<file path="config.mk">
export PLATFORM = sky130hd
export DESIGN_NAME = gpio_bank_ctrl
export DESIGN_NICKNAME = d
export VERILOG_FILES = /design/src/rtl/gpio_bank_pkg.sv /design/src/rtl/gpio_addr_decode.sv /design/src/rtl/gpio_in_sync.sv /design/src/rtl/gpio_bank_regs.sv /design/src/rtl/gpio_bank_ctrl.sv
export SDC_FILE = /design/constraint.sdc
export NUM_CORES = 1
export LEC_CHECK = 0
export BUFFER_PORTS_ARGS = -buffer_cell sky130_fd_sc_hd__buf_2
export CAP_MARGIN = 20
export CORE_MARGIN = 10
export CORE_UTILIZATION = 50
export DETAILED_ROUTE_END_ITERATION = 10
export PLACE_DENSITY = 0.74
export SYNTH_ARGS = -nofsm -noshare
export SYNTH_HDL_FRONTEND = slang
export SYNTH_HIERARCHICAL = 1
export SYNTH_SLANG_ARGS = --single-unit
</file>
<file path="constraint.sdc">
create_clock -name clk -period 6.23 [get_ports clk]
set_input_delay 1.246 -clock clk [delete_from_list [all_inputs] [get_ports clk]]
set_output_delay 1.246 -clock clk [all_outputs]
set_load 0.01 [all_outputs]
</file>
<file path="src/rtl/gpio_bank_pkg.sv">
// Package: shared constants and address-map helper for the banked GPIO
// controller. Assumes bank strides are a power-of-two multiple of 4 bytes.
package gpio_bank_pkg;

    localparam int unsigned REG_W = 32;

    typedef enum logic [0:0] {
        SEL_LEVEL = 1'b0,
        SEL_MODE  = 1'b1
    } gpio_reg_e;

    // Byte address of a bank window, stepping over the reserved hole.
    function automatic int unsigned bank_window(
        input int unsigned idx,
        input int unsigned stride,
        input int unsigned hole_base,
        input int unsigned hole_size
    );
        int unsigned base;
        base = (idx + 1) * stride;
        if (base >= hole_base) begin
            base = base + hole_size;
        end
        return base;
    endfunction

endpackage

</file>
<file path="src/rtl/gpio_addr_decode.sv">
// Module: gpio_addr_decode
// Turns a bus byte address into a one-hot bank select and a register kind.
// Assumes every bank window, including the hole shift, fits in ADDR_W bits.
// clk and rst_n are used only by the assertions.
module gpio_addr_decode
    import gpio_bank_pkg::*;
#(
    parameter int unsigned NUM_BANKS   = 20,
    parameter int unsigned ADDR_W      = 8,
    parameter int unsigned STRIDE      = 8,
    parameter int unsigned MODE_OFFSET = 4,
    parameter int unsigned HOLE_BASE   = 'h90,
    parameter int unsigned HOLE_SIZE   = 'h10
) (
    input  logic                 clk,
    input  logic                 rst_n,
    input  logic [ADDR_W-1:0]    addr,
    output logic [NUM_BANKS-1:0] bank_sel,
    output gpio_reg_e            reg_kind,
    output logic                 hit
);

    localparam int unsigned HOLE_END = HOLE_BASE + HOLE_SIZE;

    // Compare the address against every bank's level and mode location.
    always_comb begin
        bank_sel = '0;
        reg_kind = SEL_LEVEL;
        for (int b = 0; b < NUM_BANKS; b++) begin
            if (addr == ADDR_W'(bank_window(b, STRIDE, HOLE_BASE, HOLE_SIZE))) begin
                bank_sel[b] = 1'b1;
            end else if (addr == ADDR_W'(bank_window(b, STRIDE, HOLE_BASE, HOLE_SIZE)
                                         + MODE_OFFSET)) begin
                bank_sel[b] = 1'b1;
                reg_kind    = SEL_MODE;
            end
        end
    end

    // A hit is any bank selected.
    assign hit = |bank_sel;

    // no address selects two banks.
    p_one_bank_r2: assert property (@(posedge clk) disable iff (!rst_n)
        $onehot0(bank_sel));

    // the interrupt hole never decodes to a register.
    always_comb begin
        if (32'(addr) >= HOLE_BASE && 32'(addr) < HOLE_END) begin
            p_hole_unmapped_r3: assert (!hit);
        end
    end

endmodule

</file>
<file path="src/rtl/gpio_in_sync.sv">
// Module: gpio_in_sync
// Two-flop synchronizer for asynchronous pad inputs. Assumes each bit is
// sampled on its own and that no multi-bit coherence is needed.
module gpio_in_sync #(
    parameter int unsigned WIDTH = 160
) (
    input  logic             clk,
    input  logic             rst_n,
    input  logic [WIDTH-1:0] async_in,
    output logic [WIDTH-1:0] sync_out
);

    logic [WIDTH-1:0] stage1;

    // Capture the pads, then retime once more to settle metastability.
    always_ff @(posedge clk) begin
        if (!rst_n) begin
            stage1   <= '0;
            sync_out <= '0;
        end else begin
            stage1   <= async_in;
            sync_out <= stage1;
        end
    end

    // the second stage follows the first one edge later.
    p_sync_chain_r7: assert property (@(posedge clk) disable iff (!rst_n)
        sync_out == $past(stage1));

endmodule

</file>
<file path="src/rtl/gpio_bank_regs.sv">
// Module: gpio_bank_regs
// Level and mode registers for one bank. Assumes at most one of the two
// write enables is high in a cycle (the decoder guarantees this).
module gpio_bank_regs #(
    parameter int unsigned LINES = 8
) (
    input  logic             clk,
    input  logic             rst_n,
    input  logic             wr_level,
    input  logic             wr_mode,
    input  logic [LINES-1:0] wdata,
    output logic [LINES-1:0] level_q,
    output logic [LINES-1:0] mode_q
);

    // Level register: cleared at reset, loaded by its own write enable.
    always_ff @(posedge clk) begin
        if (!rst_n) begin
            level_q <= '0;
        end else if (wr_level) begin
            level_q <= wdata;
        end
    end

    // Mode register: all inputs at reset, loaded by its own write enable.
    always_ff @(posedge clk) begin
        if (!rst_n) begin
            mode_q <= '1;
        end else if (wr_mode) begin
            mode_q <= wdata;
        end
    end

    // a level write lands at the next edge.
    p_level_write_r4: assert property (@(posedge clk) disable iff (!rst_n)
        wr_level |=> level_q == $past(wdata));

    // without a level write the level register holds.
    p_level_hold_r9: assert property (@(posedge clk) disable iff (!rst_n)
        !wr_level |=> $stable(level_q));

    // a mode write leaves the level register alone.
    p_mode_keeps_level_r10: assert property (@(posedge clk) disable iff (!rst_n)
        (wr_mode && !wr_level) |=> $stable(level_q));

    // without a mode write the mode register holds.
    p_mode_hold_r9: assert property (@(posedge clk) disable iff (!rst_n)
        !wr_mode |=> $stable(mode_q));

endmodule

</file>
<file path="src/rtl/gpio_bank_ctrl.sv">
// Module: gpio_bank_ctrl (top)
// Banked GPIO register controller: address decode, per-bank level and mode
// registers, pad drive and synchronized readback. Assumes single-cycle
// strobes with the address stable across the sampling edge.
module gpio_bank_ctrl
    import gpio_bank_pkg::*;
#(
    parameter int unsigned NUM_BANKS      = 20,
    parameter int unsigned LINES_PER_BANK = 8,
    parameter int unsigned ADDR_W         = 8,
    parameter int unsigned BANK_STRIDE    = 8,
    parameter int unsigned MODE_OFFSET    = 4,
    parameter int unsigned HOLE_BASE      = 'h90,
    parameter int unsigned HOLE_SIZE      = 'h10
) (
    input  logic                                clk,
    input  logic                                rst_n,
    input  logic                                bus_wr,
    input  logic                                bus_rd,
    input  logic [ADDR_W-1:0]                   bus_addr,
    input  logic [31:0]                         bus_wdata,
    output logic [31:0]                         bus_rdata,
    input  logic [NUM_BANKS*LINES_PER_BANK-1:0] pad_in,
    output logic [NUM_BANKS*LINES_PER_BANK-1:0] pad_out,
    output logic [NUM_BANKS*LINES_PER_BANK-1:0] pad_oe
);

    localparam int unsigned NUM_LINES = NUM_BANKS * LINES_PER_BANK;

    logic [NUM_BANKS-1:0]                     bank_sel;
    gpio_reg_e                                reg_kind;
    logic                                     hit;
    logic [NUM_BANKS-1:0][LINES_PER_BANK-1:0] level_all;
    logic [NUM_BANKS-1:0][LINES_PER_BANK-1:0] mode_all;
    logic [NUM_BANKS-1:0][LINES_PER_BANK-1:0] sync_all;
    logic [LINES_PER_BANK-1:0]                rd_val;
    logic                                     wdata_unused;

    // Upper write-data bits have no storage behind them.
    assign wdata_unused = ^bus_wdata[31:LINES_PER_BANK];

    gpio_addr_decode #(
        .NUM_BANKS  (NUM_BANKS),
        .ADDR_W     (ADDR_W),
        .STRIDE     (BANK_STRIDE),
        .MODE_OFFSET(MODE_OFFSET),
        .HOLE_BASE  (HOLE_BASE),
        .HOLE_SIZE  (HOLE_SIZE)
    ) i_decode (
        .clk     (clk),
        .rst_n   (rst_n),
        .addr    (bus_addr),
        .bank_sel(bank_sel),
        .reg_kind(reg_kind),
        .hit     (hit)
    );

    gpio_in_sync #(
        .WIDTH(NUM_LINES)
    ) i_sync (
        .clk     (clk),
        .rst_n   (rst_n),
        .async_in(pad_in),
        .sync_out(sync_all)
    );

    // One register pair per bank, each gated by its own select.
    for (genvar b = 0; b < NUM_BANKS; b++) begin : g_bank
        logic wr_lvl;
        logic wr_md;

        // Route the write strobe to the level or mode register of bank b.
        assign wr_lvl = bus_wr && bank_sel[b] && (reg_kind == SEL_LEVEL);
        assign wr_md  = bus_wr && bank_sel[b] && (reg_kind == SEL_MODE);

        gpio_bank_regs #(
            .LINES(LINES_PER_BANK)
        ) i_regs (
            .clk     (clk),
            .rst_n   (rst_n),
            .wr_level(wr_lvl),
            .wr_mode (wr_md),
            .wdata   (bus_wdata[LINES_PER_BANK-1:0]),
            .level_q (level_all[b]),
            .mode_q  (mode_all[b])
        );
    end

    // Pads drive the stored level; a mode bit of 0 enables the driver.
    assign pad_out = level_all;
    assign pad_oe  = ~mode_all;

    // Pick the addressed register; level reads merge pads and drive values.
    always_comb begin
        rd_val = '0;
        for (int b = 0; b < NUM_BANKS; b++) begin
            if (bank_sel[b]) begin
                if (reg_kind == SEL_MODE) begin
                    rd_val = mode_all[b];
                end else begin
                    rd_val = (mode_all[b] & sync_all[b]) | (~mode_all[b] & level_all[b]);
                end
            end
        end
    end

    // Register the read word on each read strobe; unmapped reads give 0.
    always_ff @(posedge clk) begin
        if (!rst_n) begin
            bus_rdata <= '0;
        end else if (bus_rd) begin
            bus_rdata <= hit ? REG_W'(rd_val) : '0;
        end
    end

    // read data holds between read strobes.
    p_rdata_hold_r8: assert property (@(posedge clk) disable iff (!rst_n)
        !bus_rd |=> $stable(bus_rdata));

    // an unmapped read returns zero.
    p_unmapped_zero_r9: assert property (@(posedge clk) disable iff (!rst_n)
        (bus_rd && !hit) |=> bus_rdata == '0);

    // coming out of reset no line is driven.
    p_reset_inputs_r1: assert property (@(posedge clk)
        (rst_n && !$past(rst_n)) |-> (pad_oe == '0 && pad_out == '0));

endmodule

</file>
==> reports/qor.csv, run 1 <==
metric;value;unit
worstMarginPinSlew;1.181;ns
die-area;61440;sq um
rsz0062_at_grt;false;
finalCriticalPeriod;4.065;ns
setup_ws;2.165;ns
crit_type;primary input to register;
hpwl;61.57;mm
arrival;4.50;ns
cp_max_fo;55;
yosysTopAreaCell;dfxtp_1;
cap_violations;0;
start_util;0.5051;
grt_max_degree;182;
post-cts-setup-buffers;0;
route.detailed.drc;0;
drive_gt1_frac;0.2144;
final_antenna_net_count;0;
clk_latency;0.60;ns
wl;87.34;mm
cts_tree;built;
skew;0.01565;ns
clk_pin_slew_worst_paths;0.06;ns
grt_pass1_vias;20710;
synth_edf_count;0;
nNetsFinal;3306;
synth-seq-cells;648;
portBuffers;507;
utilization;0.5972;
async_flop_share;0;
antenna_found_initial;6;
setup_violations;0;
syn_area;25960;sq um
min_from;i_sync/stage1[86];
syn_area_per_cell;9.780;sq um
netlist_top_cells_area;dfxtp_1, mux2i_1, and2_1;
ys_warn_count;6;
max-vdd-ir-drop;0.0002977;V
drv_slew;0;
cts_sinks;648;
cts_buffer_depth;3;
synthMostInstantiatedCell;dfxtp_1;
die_w;247.9;microns
wl_per_cell;22.79;microns
status;finished, final reports clean;
synth_common_cells;dfxtp_1, and2_1, mux2i_1;
fin_crit_sh;0.6525;
grt_pass1_wl;127.2;mm
fp.coreArea;51410;sq um
critPathCaptureType;register;
relSlewSlack;0.2128;
syn_to_final_growth;18.23;%
vias;20730;
clockRootBuffer;clkbuf_16;
cp.required;6.66;ns
powerDensity;281.1;nW/um^2
n_fill_cell;4322;
synth_seq_area_share;0.4996;
postCtsHoldBufs;0;
viasPerCell;5.409;
cts_resized;0;
reg2reg_from;g_bank[0].i_regs/level_q[4];
hp-class;register to register;
synthesis.instances;2655;
grt_use_total;0.2708;
die_h;247.9;microns
cts_buffers;67;
post-place-ws;1.636;ns
pin_count;556;
startpoint;bus_addr[3];
synth_top_area_frac;0.4996;
place.gp.congestion;0.9135;
dr.first_iter.drc_count;1585;
htreeDepth;3;
rows;83;
max_freq;0.2460;GHz
fin_setup_tns;0;ns
final-hold-violation-count;0;
start_kind;primary input;
p_leak;0.01381;uW
overflow;0;
synth_cell_types;63;
first_pass_iters;7;
ys.flop_type;dfxtp_1;
[layout by cell type, fill, tap and decap left out, types with 25 or more instances in the layout]
cell type / instances
nand3_1: 50
a31oi_1: 28
o311ai_0: 25
nor2_1: 36
a21oi_1: 51
buf_2: 506
clkbuf_16: 68
mux2i_1: 320
nand2b_1: 42
and2_1: 340
o21a_1: 26
dfxtp_1: 648
buf_4: 25
inv_1: 176
nand2_1: 184
nor2b_1: 183
o21ai_0: 140
[metrics by stage]
| step | area (sq um) | hold slack [ns] | total power [uW] | cells |
|---|---|---|---|---|
| finish | 30700 | 0.4188 | 8628 | 3832 |
| global route | 30690 | 0.4355 | 8870 | 3829 |
| CTS | 30670 | 0.4297 | 8670 | 3827 |
| detailed placement | 28500 | 0.4169 | 4771 | 3712 |
| global placement | 28500 | 0.4145 | 4762 | 3712 |
| floorplan | 26050 | 0.4057 | 4580 | 2678 |
[cells by family (layout without fill, tap and decap cells)]
kind of cell | Yosys count | in the layout | share of synthesized area
mux | 320 | 320 | 0.1234
other cells | 1 | 28 | 0.0001444
simple gates | 941 | 941 | 0.2064
compound gates | 384 | 384 | 0.09570
buf+inv | 361 | 831 | 0.07479
flops | 648 | 648 | 0.4996
[worst paths after layout]
| path | to | slack [ns] | cells past startpoint |
|---|---|---|---|
| max | bus_rdata[4] | 2.16 | 11 |
| min | i_sync/sync_out[86] | 0.42 | 1 |
| max reg2reg | bus_rdata[4] | 3.88 | 6 |
| min reg2reg | i_sync/sync_out[86] | 0.42 | 1 |
[sequential cells by signal, summed over array words and instances (netlist names)]
register and count:
i_sync/sync_out 160, g_bank.i_regs/level_q 160, g_bank.i_regs/mode_q 160, i_sync/stage1 160, bus_rdata 8
[worst max-delay path, cell delays in order]
cell       delay, ns
buf_2           0.13
nand2b_1        0.14
a21o_1          0.23
a211oi_4        0.43
clkinv_2        0.53
buf_12          0.37
a21o_1          0.20
o311ai_0        0.10
o21ai_0         0.11
a2111oi_0       0.77
a31oi_1         0.15
[routing by layer]
layer	part of all wire	track usage	wire length (microns)	vias up
met5	0.00045	0	39	-
met4	0.036	0.1074	3175	6
met3	0.081	0.06945	7039	175
met2	0.47	0.4450	41420	821
met1	0.41	0.3348	35670	10030
li1	-	-	-	9697
[area by class of cell]
type	instances	area, sq um	area share
antenna	4	10.01	0.0003261
clock buffer	96	1967	0.06407
clock inverter	19	196.4	0.006399
inverter	177	665.6	0.02168
multi-input combinational	1669	11160	0.3636
sequential	648	12970	0.4226
tap	680	850.8	0.02772
timing repair buffer	539	2875	0.09366
[report_power, final]
part	total, uW	switching (uW)	internal, uW
Combinational	420	259	161
Clock	3940	1650	2290
Sequential	4270	26.8	4240
Total	8630	1940	6690
Power figures use the tool's default switching activity.
==> inputs of run 2 (changes only) <==
- CORE_UTILIZATION: 50 -> 49
- PLACE_DENSITY: 0.74 -> 0.76
- clock period: 6.23 -> 3.4 ns (I/O delays scaled with it)
==> run 2 against run 1 <==
Effect of this change:
- final area rose by 3.2%
- wire length rose by 1.8%
- sequential cell count did not move
- non-clock buffer count rose by 113
- critical endpoint is now bus_rdata[5]
- hold slack got worse by 0.14 ns
- sequential power rose by 83%
- clock skew rose by 0.0064 ns
- via count rose by 2.3%
- largest cell class unchanged
- cell count rose by 3.1%
==> reports/qor.csv, run 2 (synthesis results as in run 1) <==
metric;value;unit
crit_type;primary input to register;
cpMostUsedCell;buf_12;
final_antenna_net_count;0;
htreeDepth;3;
final-hold-violation-count;0;
final_cell_mix;dfxtp_1, buf_2, and2_1, mux2i_1, nand2_1;
grt_pass1_vias;21390;
finalCriticalPeriod;3.304;ns
fin_area;31690;sq um
arrival;3.77;ns
fin_crit_sh;0.9718;
grt_use_total;0.2712;
postCtsHoldBufs;0;
pin_count;556;
place.gp.congestion;0.8973;
cts_buffers;68;
startpoint;bus_addr[4];
cp_max_fo;39;
regToRegEndpoint;bus_rdata[3];
drv_slew;0;
p_clk_frac;0.454;
cts_tree;built;
start_util;0.4941;
first_pass_iters;5;
dr.first_iter.drc_count;1890;
rsz0062_at_grt;false;
clk_latency;0.60;ns
route.detailed.drc;0;
cts_sinks;648;
sw_frac_of_total;0.2226;
worst_path_max_delay_cell;a2111oi_0;
final_common_cell;dfxtp_1;
skew;0.02204;ns
cts_buffer_depth;3;
critPathCaptureType;register;
placed_cells;3832;
status;finished, final reports clean;
layout.cells.non_filler;3950;
hpwl;65.07;mm
worstMarginPinSlew;0.8453;ns
grt_pass1_wl;132.4;mm
place_area;29490;sq um
rows;84;
cp-endpoint;bus_rdata[5];
crit_path_max_incr_delay;0.73;ns
fp.coreArea;52550;sq um
clockRootBuffer;clkbuf_16;
nNetsFinal;3420;
portBuffers;507;
max_freq;0.3026;GHz
regToRegSetupSlack;1.16;ns
drive_gt1_frac;0.2411;
cp.required;3.86;ns
share_comb_of_total_power;0.052;
p_sw;3529;uW
path_cells;buf_2 > or2_1 > nor4_2 > a211oi_4 > buf_12 > buf_12 > buf_12 > o21ai_0 > o21ai_0 > a211o_1 > a2111oi_0 > buf_4 > a31oi_1;
wl_per_cell;22.50;microns
syn_to_final_growth;22.04;%
overflow;0;
hp-class;primary input to register;
start_kind;primary input;
p_seq_frac;0.494;
reg2reg_from;g_bank[15].i_regs/mode_q[3];
antenna_found_initial;6;
wl;88.88;mm
cap_violations;0;
grt_max_degree;99;
die_h;250.2;microns
n_fill_cell;4425;
p_leak;0.01441;uW
reg2regPathDepth;8;
vias;21200;
clk_pin_slew_worst_paths;0.06;ns
setup_violations;0;
max-vdd-ir-drop;0.0004815;V
die_w;250.2;microns
powerDensity;500.4;nW/um^2
relSlewSlack;0.4353;
power.internal;12330;uW
viasPerCell;5.368;
die-area;62600;sq um
[run 2: power by group through the flow]
stage                     clock, uW  sequential, uW  combinational (uW)
after floorplan                   0            7970                 422
final                          7200            7830                 830
after global routing           7590            7840                 892
after CTS                      7290            7830                 818
after global placement            0            7990                 801
after detailed placement          0            7990                 813
[run 2: worst min-delay path by stage]
stage / slack, ns / endpoint / cells past startpoint / from
4_1_cts: 0.25 / i_sync/stage1[121] / 2 / pad_in[121]
3_5_place_dp: 0.42 / i_sync/sync_out[110] / 1 / i_sync/stage1[110]
5_1_grt: 0.27 / i_sync/stage1[5] / 2 / pad_in[5]
6_report: 0.28 / i_sync/stage1[97] / 2 / pad_in[97]
3_3_place_gp: 0.41 / i_sync/sync_out[68] / 1 / i_sync/stage1[68]
2_1_floorplan: 0.41 / i_sync/sync_out[158] / 1 / i_sync/stage1[158]
[run 2: area by class of cell]
type / count / area (sq um) / share of cell area
Sequential cell: 648 / 12970 / 0.4094
Clock buffer: 100 / 2036 / 0.06424
Timing Repair Buffer: 652 / 3874 / 0.1223
Multi-Input combinational cell: 1669 / 11160 / 0.3523
Inverter: 177 / 665.6 / 0.02101
Tap cell: 688 / 860.8 / 0.02717
Antenna cell: 2 / 5.005 / 0.0001579
Clock inverter: 14 / 108.9 / 0.003435
[run 2: worst max-delay path, delay by kind of cell]
family / cells / cell delay (ns)
compound gates: 6 / 1.59
buf+inv: 5 / 0.88
simple gates: 2 / 0.58
[run 2: through the flow]
step / total power (uW) / TNS, ns / hold WS, ns / setup slack (ns) / utilization
floorplan: 8392 / 0 / 0.4057 / 0.2706 / -
global placement: 8790 / -36.23 / 0.4147 / -0.5281 / 0.5612
detailed placement: 8805 / -48.75 / 0.4169 / -0.6051 / 0.5612
CTS: 15940 / 0 / 0.2508 / 0.02751 / 0.6020
global route: 16320 / 0 / 0.2668 / 0.002799 / 0.6029
finish: 15850 / 0 / 0.2818 / 0.09584 / 0.6030
[run 2: repair_timing]
item	in CTS	in global routing
resized for setup	0	1
setup buffers	0	1
endpoints found under the setup margin	0	5
[run 2: routing by layer]
layer	vias to the layer above	GRT usage	routed length, microns
met5	-	0	26
met4	4	0.09587	3135
met3	183	0.06659	7218
met2	937	0.4481	42260
met1	10170	0.3386	36240
li1	9910	-	-
==> inputs of run 3 (changes only) <==
- SETUP_SLACK_MARGIN: default -> 0.15
==> run 3 against run 2 <==
Effect of this change:
- maximum frequency rose by 3.2%
- cell count is essentially flat
- non-clock buffer count is the same
- final area is essentially flat
- via count rose by 0.16%
- critical path type unchanged
- highest routed layer unchanged
==> reports/qor.csv, run 3 (synthesis results as in run 1) <==
metric;value;unit
status;finished, final reports clean;
regToRegEndpoint;bus_rdata[7];
max_freq;0.3125;GHz
overflow;0;
drive_gt1_frac;0.2417;
reg2regPathDepth;6;
grt_use_total;0.2712;
hold_path_depth;2;
cts_tree;built;
powerDensity;500.1;nW/um^2
die-area;62600;sq um
htreeDepth;3;
hp-class;primary input to register;
start_util;0.4941;
final_antenna_net_count;0;
holdPathEnd;i_sync/stage1[89];
final_common_cell;dfxtp_1;
die_w;250.2;microns
clk_latency;0.60;ns
cts_buffers;68;
cp_max_fo;32;
skew;0.02220;ns
wl;88.79;mm
path_cells;buf_2 > or2_1 > nor4_4 > a211oi_4 > buf_12 > buf_4 > buf_4 > nor2b_4 > and2_1 > mux2i_1 > nor2b_1;
clk_pin_slew_worst_paths;0.06;ns
viasPerCell;5.378;
rsz0062_at_grt;true;
reg2reg_from;g_bank[0].i_regs/level_q[7];
route.detailed.drc;0;
finalCriticalPeriod;3.200;ns
fp.coreArea;52550;sq um
dr.first_iter.drc_count;1758;
clockRootBuffer;clkbuf_16;
final-hold-violation-count;0;
relSlewSlack;0.4584;
cap_violations;0;
crit_type;primary input to register;
cpMostUsedCell;buf_4;
grt_max_degree;99;
grt_pass1_wl;132.4;mm
arrival;3.67;ns
grt_pass1_vias;21390;
final_cell_mix;dfxtp_1, buf_2, and2_1, mux2i_1, nand2_1;
startpoint;bus_addr[4];
postCtsHoldBufs;0;
min_from;pad_in[89];
post-place-ws;-0.6051;ns
antenna_found_initial;6;
fin_setup_tns;0;ns
hpwl;65.07;mm
start_kind;primary input;
pin_count;556;
vias;21240;
p_leak;0.01442;uW
nNetsFinal;3420;
place.gp.congestion;0.8973;
drv_slew;0;
cts_buffer_depth;3;
worst_path_max_delay_cell;nor2b_4;
rows;84;
fin_crit_sh;0.9413;
setup_ws;0.1996;ns
max-vdd-ir-drop;0.0004816;V
portBuffers;507;
fin_total_pwr;15860;uW
worstMarginPinSlew;0.8107;ns
die_h;250.2;microns
cp.required;3.87;ns
regToRegSetupSlack;1.15;ns
first_pass_iters;6;
crit_path_max_incr_delay;0.64;ns
critPathCaptureType;register;
syn_to_final_growth;22.11;%
wl_per_cell;22.48;microns
cts_sinks;648;
setup_violations;0;
==> run 3: changes by cell type in the layout (fill, tap and decap cells not counted), sizes merged <==
cell	previous run	this run
diode	2	1
==> run 3: stage by stage <==
stage	util	cells	cell area, sq um	hold slack (ns)
6_report	0.6033	3949	31710	0.2841
5_1_grt	0.6033	3949	31710	0.2668
4_1_cts	0.6024	3947	31660	0.2508
3_5_place_dp	0.5612	3832	29490	0.4169
3_3_place_gp	0.5612	3832	29490	0.4147
2_1_floorplan	-	2678	26050	0.4057
==> run 3: worst max-delay path by stage <==
stage	endpoint	slack [ns]	cells after the start
floorplan	g_bank[14].i_regs/mode_q[0]	0.27	13
finish	g_bank[15].i_regs/level_q[7]	0.20	11
global placement	bus_rdata[0]	-0.53	12
CTS	bus_rdata[0]	0.1	15
global route	bus_rdata[0]	0.14	15
detailed placement	bus_rdata[0]	-0.61	12
==> run 3: layout make-up <==
type / instances / area, sq um
inverters: 177 / 665.6
fillers: 4426 / 20850
clock buffers: 100 / 2036
diodes: 1 / 2.502
clock inverters: 14 / 108.9
repair buffers: 652 / 3874
multi-input cells: 1669 / 11190
flip-flops and latches: 648 / 12970
well taps: 688 / 860.8
==> run 3: what timing repair did <==
action / in CTS / in global routing
pin swaps: 1 / 0
cloned: 0 / 0
buffers inserted: 1 / 0
endpoints found under the setup margin: 4 / 15
gates resized for setup: 1 / 5
==> run 3: critical path, delay by kind of cell <==
family | cells | cell delay, ns
compound gates | 1 | 0.08
buf+inv | 4 | 0.71
simple gates | 5 | 1.85
mux | 1 | 0.33
==> run 3: per-layer routing <==
layer  share of wire  track usage  wire (microns)
met3           0.078      0.06659            6917
met5         0.00029            0              26
met1            0.41       0.3386           36620
met2            0.47       0.4481           42090
met4           0.035      0.09587            3130
==> run 3: where the power goes <==
part / internal, uW / total (uW) / switching, uW
Combinational: 343 / 832 / 488
Clock: 4210 / 7200 / 2990
Sequential: 7770 / 7830 / 51.2
